<file path="config.mk">
export PLATFORM = sky130hd
export DESIGN_NAME = smart_panel_writer
export DESIGN_NICKNAME = d
export VERILOG_FILES = /design/src/rtl/spw_pkg.sv /design/src/rtl/spw_launch.sv /design/src/rtl/spw_strobe.sv /design/src/rtl/smart_panel_writer.sv
export SDC_FILE = /design/constraint.sdc
export NUM_CORES = 1
export LEC_CHECK = 0
export BUFFER_PORTS_ARGS = -buffer_cell sky130_fd_sc_hd__buf_2
export CAP_MARGIN = 10
export CORE_UTILIZATION = 45
export CTS_CLUSTER_SIZE = 8
export DETAILED_ROUTE_END_ITERATION = 8
export PLACE_DENSITY = 0.74
export SYNTH_ARGS = -nofsm -noshare
export SYNTH_HDL_FRONTEND = slang
export SYNTH_SLANG_ARGS = --single-unit
</file>
<file path="constraint.sdc">
create_clock -name clk -period 3.81 [get_ports clk]
set_input_delay 0.381 -clock clk [delete_from_list [all_inputs] [get_ports clk]]
set_output_delay 0.381 -clock clk [all_outputs]
set_load 0.01 [all_outputs]
</file>
<file path="src/rtl/spw_pkg.sv">
package spw_pkg;

  localparam int PH_W = 4;

  localparam int CFG_EN_BIT   = 0;
  localparam int CFG_HOLD_LSB = 4;
  localparam int CFG_ACT_LSB  = 8;
  localparam int CFG_WRS_LSB  = 12;
  localparam int CFG_CSS_LSB  = 16;

  localparam int TRG_SW_MODE = 0;
  localparam int TRG_CMD     = 1;
  localparam int TRG_HW_EN   = 3;
  localparam int TRG_HW_MASK = 4;
  localparam int TRG_PER_TE  = 31;

  // active = 1, all other phases 0, interface enabled
  localparam logic [31:0] CFG_DEFAULT = 32'h0000_0101;

  typedef enum logic [2:0] {
    ST_IDLE, ST_FETCH, ST_CSS, ST_WRS, ST_WRA, ST_WRH, ST_FIN
  } wr_state_e;

  typedef struct packed {
    logic [PH_W-1:0] cs_setup;
    logic [PH_W-1:0] wr_setup;
    logic [PH_W-1:0] wr_active;
    logic [PH_W-1:0] wr_hold;
  } wr_timing_t;

  function automatic wr_timing_t unpack_timing(input logic [31:0] w);
    wr_timing_t t;
    t.cs_setup  = w[CFG_CSS_LSB  +: PH_W];
    t.wr_setup  = w[CFG_WRS_LSB  +: PH_W];
    t.wr_active = w[CFG_ACT_LSB  +: PH_W];
    t.wr_hold   = w[CFG_HOLD_LSB +: PH_W];
    return t;
  endfunction

  // number of cycles a phase lasts once entered (never zero)
  function automatic logic [PH_W-1:0] phase_len(input wr_state_e st, input wr_timing_t t);
    case (st)
      ST_CSS:  return t.cs_setup;
      ST_WRS:  return t.wr_setup;
      ST_WRA:  return (t.wr_active == '0) ? PH_W'(1) : t.wr_active;
      ST_WRH:  return t.wr_hold;
      default: return PH_W'(1);
    endcase
  endfunction

  // phase that follows st, skipping phases of zero length
  function automatic wr_state_e next_phase(input wr_state_e st, input wr_timing_t t,
                                           input logic last_word);
    case (st)
      ST_IDLE:  return ST_FETCH;
      ST_FETCH: return (t.cs_setup != '0) ? ST_CSS :
                       (t.wr_setup != '0) ? ST_WRS : ST_WRA;
      ST_CSS:   return (t.wr_setup != '0) ? ST_WRS : ST_WRA;
      ST_WRS:   return ST_WRA;
      ST_WRA:   return (t.wr_hold != '0) ? ST_WRH : (last_word ? ST_FIN : ST_FETCH);
      ST_WRH:   return last_word ? ST_FIN : ST_FETCH;
      default:  return ST_IDLE;
    endcase
  endfunction

endpackage

</file>
<file path="src/rtl/spw_launch.sv">
module spw_launch
  import spw_pkg::*;
(
  input  logic        clk,
  input  logic        rst_n,
  input  logic        if_en,
  input  logic        frame_nz,
  input  logic        busy,
  input  logic [31:0] trig_ctrl,
  input  logic        te_in,
  output logic        launch,
  output logic        pending
);

  logic cmd_q, te_q, pend_q;
  logic cmd_rise, te_rise, sw_mode, hw_mode, sw_go, hw_go, can_go;
  logic unused_trig;

  assign unused_trig = ^{trig_ctrl[30:5], trig_ctrl[2]};

  assign cmd_rise = trig_ctrl[TRG_CMD] & ~cmd_q;
  assign te_rise  = te_in & ~te_q;
  assign sw_mode  = trig_ctrl[TRG_SW_MODE];
  assign hw_mode  = ~sw_mode & trig_ctrl[TRG_HW_EN];

  assign sw_go  = sw_mode & cmd_rise;
  assign hw_go  = hw_mode & te_rise & ~trig_ctrl[TRG_HW_MASK] &
                  (pend_q | trig_ctrl[TRG_PER_TE]);
  assign can_go = if_en & frame_nz & ~busy;
  assign launch = can_go & (sw_go | hw_go);
  assign pending = pend_q;

  always_ff @(posedge clk or negedge rst_n) begin
    if (!rst_n) begin
      cmd_q  <= 1'b0;
      te_q   <= 1'b0;
      pend_q <= 1'b0;
    end else begin
      cmd_q <= trig_ctrl[TRG_CMD];
      te_q  <= te_in;
      if (launch && hw_go)
        pend_q <= 1'b0;
      else if (hw_mode && cmd_rise)
        pend_q <= 1'b1;
    end
  end

endmodule

</file>
<file path="src/rtl/spw_strobe.sv">
module spw_strobe
  import spw_pkg::*;
#(
  parameter int DW = 16,
  parameter int FW = 16
)(
  input  logic          clk,
  input  logic          rst_n,
  input  logic          launch,
  input  wr_timing_t    timing_in,
  input  logic [FW-1:0] frame_words,
  input  logic [DW-1:0] pix_data,
  input  logic          pix_valid,
  output logic          pix_ready,
  output logic          cs_n,
  output logic          wr_n,
  output logic [DW-1:0] bus_data,
  output logic          busy,
  output logic          done,
  output logic          word_end
);

  wr_state_e       state, state_n;
  wr_timing_t      tim_q;
  logic [PH_W-1:0] cnt;
  logic [FW-1:0]   left;
  logic [DW-1:0]   data_q;
  logic            adv, last_word;

  assign last_word = (left == FW'(1));

  always_comb begin
    adv     = 1'b0;
    state_n = state;
    case (state)
      ST_IDLE:  if (launch) state_n = ST_FETCH;
      ST_FETCH: adv = pix_valid;
      ST_CSS, ST_WRS, ST_WRA, ST_WRH: adv = (cnt == '0);
      ST_FIN:   adv = 1'b1;
      default:  state_n = ST_IDLE;
    endcase
    if (adv) state_n = next_phase(state, tim_q, last_word);
  end

  assign word_end = adv && (state_n == ST_FETCH || state_n == ST_FIN) && state != ST_FIN;

  always_ff @(posedge clk or negedge rst_n) begin
    if (!rst_n) begin
      state  <= ST_IDLE;
      cnt    <= '0;
      tim_q  <= '0;
      left   <= '0;
      data_q <= '0;
    end else begin
      state <= state_n;
      if (state_n != state)
        cnt <= phase_len(state_n, tim_q) - PH_W'(1);
      else if (cnt != '0)
        cnt <= cnt - PH_W'(1);
      if (state == ST_IDLE && launch) begin
        tim_q <= timing_in;
        left  <= frame_words;
      end else if (word_end) begin
        left <= left - FW'(1);
      end
      if (state == ST_FETCH && pix_valid)
        data_q <= pix_data;
    end
  end

  assign pix_ready = (state == ST_FETCH);
  assign cs_n      = (state == ST_IDLE) || (state == ST_FIN);
  assign wr_n      = (state != ST_WRA);
  assign bus_data  = data_q;
  assign busy      = (state != ST_IDLE);
  assign done      = (state == ST_FIN);

endmodule

</file>
<file path="src/rtl/smart_panel_writer.sv">
module smart_panel_writer
  import spw_pkg::*;
#(
  parameter int DW = 16,
  parameter int FW = 16
)(
  input  logic          clk,
  input  logic          rst_n,
  input  logic [31:0]   cfg_word,
  input  logic [31:0]   trig_ctrl,
  input  logic          te_in,
  input  logic [FW-1:0] frame_words,
  input  logic [DW-1:0] pix_data,
  input  logic          pix_valid,
  output logic          pix_ready,
  input  logic          irq_clr,
  output logic          lcd_cs_n,
  output logic          lcd_wr_n,
  output logic [DW-1:0] lcd_data,
  output logic          frame_done,
  output logic          irq_stat
);

  wr_timing_t tim_w;
  logic       en_w, launch_w, busy_w, done_w, word_end_w, pend_w;
  logic       unused_cfg;

  assign tim_w      = unpack_timing(cfg_word);
  assign en_w       = cfg_word[CFG_EN_BIT];
  assign unused_cfg = ^{cfg_word[31:20], cfg_word[3:1], word_end_w, pend_w};

  spw_launch u_launch (
    .clk       (clk),
    .rst_n     (rst_n),
    .if_en     (en_w),
    .frame_nz  (frame_words != '0),
    .busy      (busy_w),
    .trig_ctrl (trig_ctrl),
    .te_in     (te_in),
    .launch    (launch_w),
    .pending   (pend_w)
  );

  spw_strobe #(.DW(DW), .FW(FW)) u_strobe (
    .clk         (clk),
    .rst_n       (rst_n),
    .launch      (launch_w),
    .timing_in   (tim_w),
    .frame_words (frame_words),
    .pix_data    (pix_data),
    .pix_valid   (pix_valid),
    .pix_ready   (pix_ready),
    .cs_n        (lcd_cs_n),
    .wr_n        (lcd_wr_n),
    .bus_data    (lcd_data),
    .busy        (busy_w),
    .done        (done_w),
    .word_end    (word_end_w)
  );

  assign frame_done = done_w;

  always_ff @(posedge clk or negedge rst_n) begin
    if (!rst_n)
      irq_stat <= 1'b0;
    else if (done_w)
      irq_stat <= 1'b1;
    else if (irq_clr)
      irq_stat <= 1'b0;
  end

endmodule

</file>
Word level (Yosys, flattened, before mapping)
Cells that the tools add are included.

Add/sub/neg operators: 3. Bitwise logic cells: 17. Order comparisons: 0. Multipliers: 0. Divide/modulo/power cells: 0. Equal/unequal tests: 16. Muxes and demuxes: 20. Shift-type cells: 0. Reduce and logical (&&, ||, !) cells: 23.

Operators with widths (number): $mux 16 (2); $eq 3x3->1 const B (6); $mux 3 (6); $pmux 3 s6 (1); $eq 16x1->1 const B (1); $mux 4 (4); $pmux 4 s4 (1); $reduce_bool 16->1 (1); $reduce_bool 4->1 (4); $sub 16x1->16 const B (1); $eq 3x2->1 const B (4); $and 1x1->1 (10); $logic_not 4->1 (2); $reduce_bool 2->1 (4); $sub 4x1->4 const B (2); $eq 3x1->1 const B (2); $logic_and 1x1->1 (6); $ne 3x3->1 const B (2); $pmux 3 s2 (1); $reduce_or 6->1 (1); $not 1->1 (5); $mux 1 (4); $reduce_or 4->1 (1); $logic_not 3->1 (1); other kinds (5) (7).

Bits in writable memories: 0. Logic and storage cells: 91. Memories: 0. ROM bits: 0. Register bits: 59. Latch bits: 0. Output and inout bits: 21.

Logic depth before layout (Yosys ltp)
Depth after elaboration: 16. Mapped depth: 15. Depth with buffers taken out: 14.

By module
Synthesis repeated with hierarchy kept, for this count alone.

Cells, all modules: 315. Area total of the unflattened synthesis: 3384.5 sq um.

Modules (own cells, without submodules): spw_strobe (cells each 293, sequential area each 1376.3 sq um, times used 1, area an instance 3173.0 sq um); spw_launch (cells each 14, sequential area each 75.1 sq um, times used 1, area an instance 143.9 sq um); smart_panel_writer (cells each 8, sequential area each 25.0 sq um, times used 1, area an instance 67.6 sq um).

Worst setup path after synthesis
No wires, ideal clock.

Path type: reg2reg. Start: reg u_strobe.state[2]. End: reg u_strobe.cnt[2]. Library setup time: 0.145 ns. Buffers on the path: 3. Setup slack: 0.877 ns. Data arrival time: 2.787 ns. Cell stages (with the launch flop): 14. Period minus slack after synthesis: 2.933 ns. Path through: dfrtp_1 buf_2 nor4bb_1 buf_2 a211o_1 nand2_1 o31a_1 a21boi_0 o21a_1 clkbuf_1 mux2i_1 ha_1 xor2_1 a21oi_1.

Cells in the longest elaborated chain, start to end: 12.

Ends and longest elaborated chain: from (decl) (line spw_strobe.sv:23) `wr_state_e state, state_n;`; from (signal assigned) (line spw_strobe.sv:55) `state <= state_n;`; $reduce_bool 3->1 (line spw_strobe.sv:75) `assign busy = (state != ST_IDLE);`; $not 1->1 (line spw_launch.sv:29) `assign can_go = if_en & frame_nz & ~busy;`; $and 1x1->1 (line spw_launch.sv:29); $and 1x1->1 (line spw_launch.sv:30) `assign launch = can_go & (sw_go | hw_go);`; $mux 3 (line spw_strobe.sv:36) `ST_IDLE: if (launch) state_n = ST_FETCH;`; $pmux 3 s2 (line spw_strobe.sv:35) `case (state)`; $mux 3 (line spw_strobe.sv:42) `if (adv) state_n = next_phase(state, tim_q, last_word);`; $eq 3x3->1 or $eq 3x2->1 (tied branches) (line spw_pkg.sv:42) `case (st)`; $pmux 4 s4 (line spw_pkg.sv:42); $mux 4 (line spw_strobe.sv:56) `if (state_n != state)`; $sub 4x1->4 (line spw_strobe.sv:57) `cnt <= phase_len(state_n, tim_q) - PH_W'(1);`; $mux 4 (line spw_strobe.sv:56); to (signal assigned) (line spw_strobe.sv:57); to (signal assigned) (line spw_strobe.sv:59) `cnt <= cnt - PH_W'(1);`; to (decl) (line spw_strobe.sv:25) `logic [PH_W-1:0] cnt;`.

Several ways; a longest one is shown, not always the timed one. The select of a mux whose other input is x is not followed. A chain may end at the register's enable or synchronous reset.

Worst setup path in the final report
Start: reg u_strobe.left[2]. End: reg u_strobe.left[1].

Cells in the longest elaborated chain, start to end: 10.

Ends and longest elaborated chain: from (decl) (line spw_strobe.sv:26) `logic [FW-1:0] left;`; from (signal assigned) (line spw_strobe.sv:62) `left <= frame_words;`; from (signal assigned) (line spw_strobe.sv:64) `left <= left - FW'(1);`; $eq 16x1->1 (*) (line spw_strobe.sv:30) `assign last_word = (left == FW'(1));`; $mux 3 (*) (line spw_pkg.sv:60, spw_pkg.sv:61); $mux 3 (line spw_pkg.sv:60) `ST_WRA: return (t.wr_hold != '0) ? ST_WRH : (last_word ? ST_FIN : ST_FETCH);`; $pmux 3 s6 (*) (line spw_pkg.sv:54) `case (st)`; $mux 3 (*) (line spw_strobe.sv:42); named net u_strobe.state_n[0] (line spw_strobe.sv:23); $eq 3x1->1 or $eq 3x3->1 (tied branches) (line spw_strobe.sv:45) `assign word_end = adv && (state_n == ST_FETCH || state_n == ST_FIN) && state != ST_FIN;`; $logic_or 1x1->1 (*) (line spw_strobe.sv:45); $logic_and 1x1->1 (*) (2 in series) (line spw_strobe.sv:45); $reduce_bool 2->1 (no line) (*).

Mark *: on every way through the listed nets, which the timed path passes. The rest lies on a longest branch.

==> run_results.csv <==
group,metric,value,unit
synth,ys_seq_elements,59,
synth,synth_cell_types,63,
synth,syn_area,3220,um2
synth,synth_cells,304,
outcome,status,"complete, no violations",
timing,maxSlewViolCount,0,
floorplanning,core-area,6870,um2
power_and_ir_drop,power.ir.vdd_worst,0.000401,V
clock_network,clk_pin_slew,0.07,ns
cells_and_area,stdcell_area,3900,um2
critical_path,end_kind,"flop",
timing,fin_crit_sh,91.2,%
global_routing,grt_max_degree,34,
synth,synth-edff-count,0,
floorplanning,fp.dieW,86.6,um
detailed_routing,ant_nets,0,
critical_path,arrival,3.70,ns
timing,fin_skew,0.00964,ns
placed_design,post_dp_cell_area,3740,um2
cells_and_area,final_net_count,493,
power_and_ir_drop,power_density,834,nW/um2
placed_design,hpwl,5.22,mm
synth,synth_top_area_cell,"dfrtp_1",
floorplanning,die-height,86.6,um
detailed_routing,viasPerCell,5.38,
timing,whs,0.0625,ns
flow_run,drv_cap,0,
cells_and_area,antennaDiodeCount,0,
timing,fmax,288,MHz
hold_path,hold_class,"primary input to asynchronous set/reset pin",
critical_path,crit_chain,"or4_1, nand4b_1, o2111ai_1, o31ai_2, nor2_2, inv_2, a22oi_2, nor3_2, mux2i_1, mux2_2",
detailed_routing,drtPass1Iterations,4,
power_and_ir_drop,p_leak,0.00171,uW
critical_path,reg2reg_from,"u_strobe.left[2]$_DFFE_PN0P_",
critical_path,reg2reg_slack,0.33,ns
clock_network,clock_latency,0.34,ns
cells_and_area,layout-drive-gt1-share,38.5,%
detailed_routing,route.detailed.drc,0,
critical_path,required,4.03,ns
detailed_routing,vias,2627,
detailed_routing,drt_iter0_drc,218,
timing,finalSetupTns,0,ns
timing,worst_pin_slew,0.814,ns
synth,synth_top_area_share,45.9,%
timing,hold_viol,0,
power_and_ir_drop,finalPower,3250,uW
synth,ys_seq_area_share,45.9,%
detailed_routing,route.detailed.wl_per_inst,14.5,um
synth,synth.area.top_cells,"dfrtp_1 (46%), mux2_2 (12%), xnor2_1 (4.1%)",
critical_path,rr_endpoint,"u_strobe.left[1]$_DFFE_PN0P_",
critical_path,crit_family,"simple AND/OR/NAND/NOR gates",
synth,yosys_warnings,0,
global_routing,antenna_found_initial,0,
floorplanning,std_cell_rows,30,
clock_network,cts_tree,"built",
floorplanning,io_pins,122,
timing,relSlewSlack,45.8,%
critical_path,path_buf_inv,1,
clock_network,hold_buffers,0,
placed_design,place_congestion,0.851,
critical_path,critical_path.max_fanout,15,
critical_path,critPathKind,"flop to flop",
clock_network,cts_htree_levels,3,
detailed_routing,wirelength,7.07,mm
global_routing,grt_pass1_wl,12.1,mm
critical_path,crit_path_start_kind,"flop",
synth,synth-async-reset-ratio,100,%
clock_network,cts_resized,0,
clock_network,root_buffer,"clkbuf_8",
clock_network,cts_made_buffers,9,
clock_network,clk_path_buf_depth,2,
floorplanning,initial_core_util,46.8,%
synth,postSynthAreaPerCell,10.6,um2
placed_design,portBuffers,79,
global_routing,grt_pass1_vias,2556,
critical_path,r2r_cells,10,
critical_path,crit_slowest_cell,"a22oi_2",
global_routing,grt_overflow,0,
timing,rsz0062_at_grt,"false",
cells_and_area,area_growth,21.2,%
synth,synth_top_flop_cell,"dfrtp_1",
timing,setup_violations,0,
critical_path,cpPeakStageDelay,0.66,ns
global_routing,grtUsageTotal,20.9,%
synth,synth_nets,410,
clock_network,clkSinkCount,59,
clock_network,postCtsSetupBuffers,0,
timing,layout_min_cycle_time,3.48,ns
floorplanning,die-area,7490,um2
[synthesized netlist by cell type (all sizes together), types with 8 or more instances]
| cell | count |
|---|---|
| xnor2 | 15 |
| mux2 | 33 |
| nor2 | 28 |
| a21oi | 25 |
| nor3 | 13 |
| dfrtp | 59 |
| inv | 10 |
| clkbuf | 8 |
| nor4 | 15 |
[power breakdown]
| group | internal (uW) | switching [uW] |
|---|---|---|
| clock network | 232 | 251 |
| logic | 741 | 859 |
| registers | 929 | 242 |
| total | 1900 | 1350 |
[per-stage QoR]
step           std cells  setup WS [ns]  util, %
2_1_floorplan        304          0.877        -
3_5_place_dp         472          0.356     54.4
3_3_place_gp         472          0.404     54.4
4_1_cts              488          0.350     56.8
6_report             488          0.334     56.8
5_1_grt              488          0.197     56.8
[sequential cells by signal (all words and copies together), names as in the netlist]
| name | flops |
|---|---|
| u_launch.pending | 1 |
| u_strobe.left | 16 |
| u_strobe.bus_data | 16 |
| u_strobe.tim_q | 16 |
| u_launch.cmd_q | 1 |
| u_strobe.state | 3 |
| u_launch.te_q | 1 |
| u_strobe.cnt | 4 |
| irq_stat | 1 |
[layout by cell type, fill, tap and decap left out, types with 3 or more instances in the layout]
| cell | n |
|---|---|
| nand2_1 | 7 |
| clkbuf_8 | 9 |
| nor2_1 | 27 |
| buf_2 | 79 |
| mux2i_1 | 7 |
| a21oi_1 | 25 |
| xnor2_1 | 15 |
| nor4_1 | 11 |
| o21ai_0 | 6 |
| inv_1 | 9 |
| buf_4 | 8 |
| mux2_2 | 33 |
| or3_1 | 4 |
| nor4_2 | 3 |
| clkinv_2 | 3 |
| dfrtp_1 | 59 |
| nor3_1 | 11 |
| nand2b_1 | 4 |
| ha_1 | 5 |
| nand3_1 | 6 |
[final cells by class]
class / count / area [um2]
clock buffers: 11 / 131
clock inverters: 5 / 30.0
fillers: 608 / 2970
inverters: 10 / 37.5
multi-input cells: 220 / 1650
flip-flops and latches: 59 / 1480
well taps: 96 / 120
repair buffers: 87 / 455
[cell families after synthesis]
logic type	Yosys count	share of synthesized area (%)
AOI/OAI and AO/OA	61	12.8
adders and majority gates	5	1.94
buffers and inverters	25	3.30
and+or+nand+nor	98	18.0
xor gates and xnor gates	16	4.35
muxes	40	13.7
DFF	59	45.9
[metal layers]
| metal | part of all wire, % | vias up | track usage, % | routed length (um) |
|---|---|---|---|---|
| met2 | 43 | 99 | 30.8 | 3050 |
| met5 | 0 | - | 0 | 0 |
| met4 | 1.3 | 0 | 7.27 | 90 |
| li1 | - | 1283 | - | - |
| met1 | 47 | 1238 | 29.3 | 3340 |
| met3 | 8.3 | 7 | 6.29 | 589 |
[worst max-delay path by stage]
| stage | start | end | slack [ns] | cells after the start |
|---|---|---|---|---|
| 3_5_place_dp | u_strobe.left[2]$_DFFE_PN0P_ | u_strobe.left[1]$_DFFE_PN0P_ | 0.36 | 10 |
| 4_1_cts | u_strobe.left[2]$_DFFE_PN0P_ | u_strobe.left[1]$_DFFE_PN0P_ | 0.35 | 10 |
| 3_3_place_gp | u_strobe.left[2]$_DFFE_PN0P_ | u_strobe.left[1]$_DFFE_PN0P_ | 0.40 | 10 |
| 2_1_floorplan | u_strobe.state[2]$_DFF_PN0_ | u_strobe.cnt[2]$_DFFE_PN0P_ | 0.88 | 13 |
| 6_report | u_strobe.left[2]$_DFFE_PN0P_ | u_strobe.left[1]$_DFFE_PN0P_ | 0.33 | 10 |
| 5_1_grt | u_strobe.left[2]$_DFFE_PN0P_ | u_strobe.left[1]$_DFFE_PN0P_ | 0.20 | 10 |
Power figures use the tool's default switching activity.
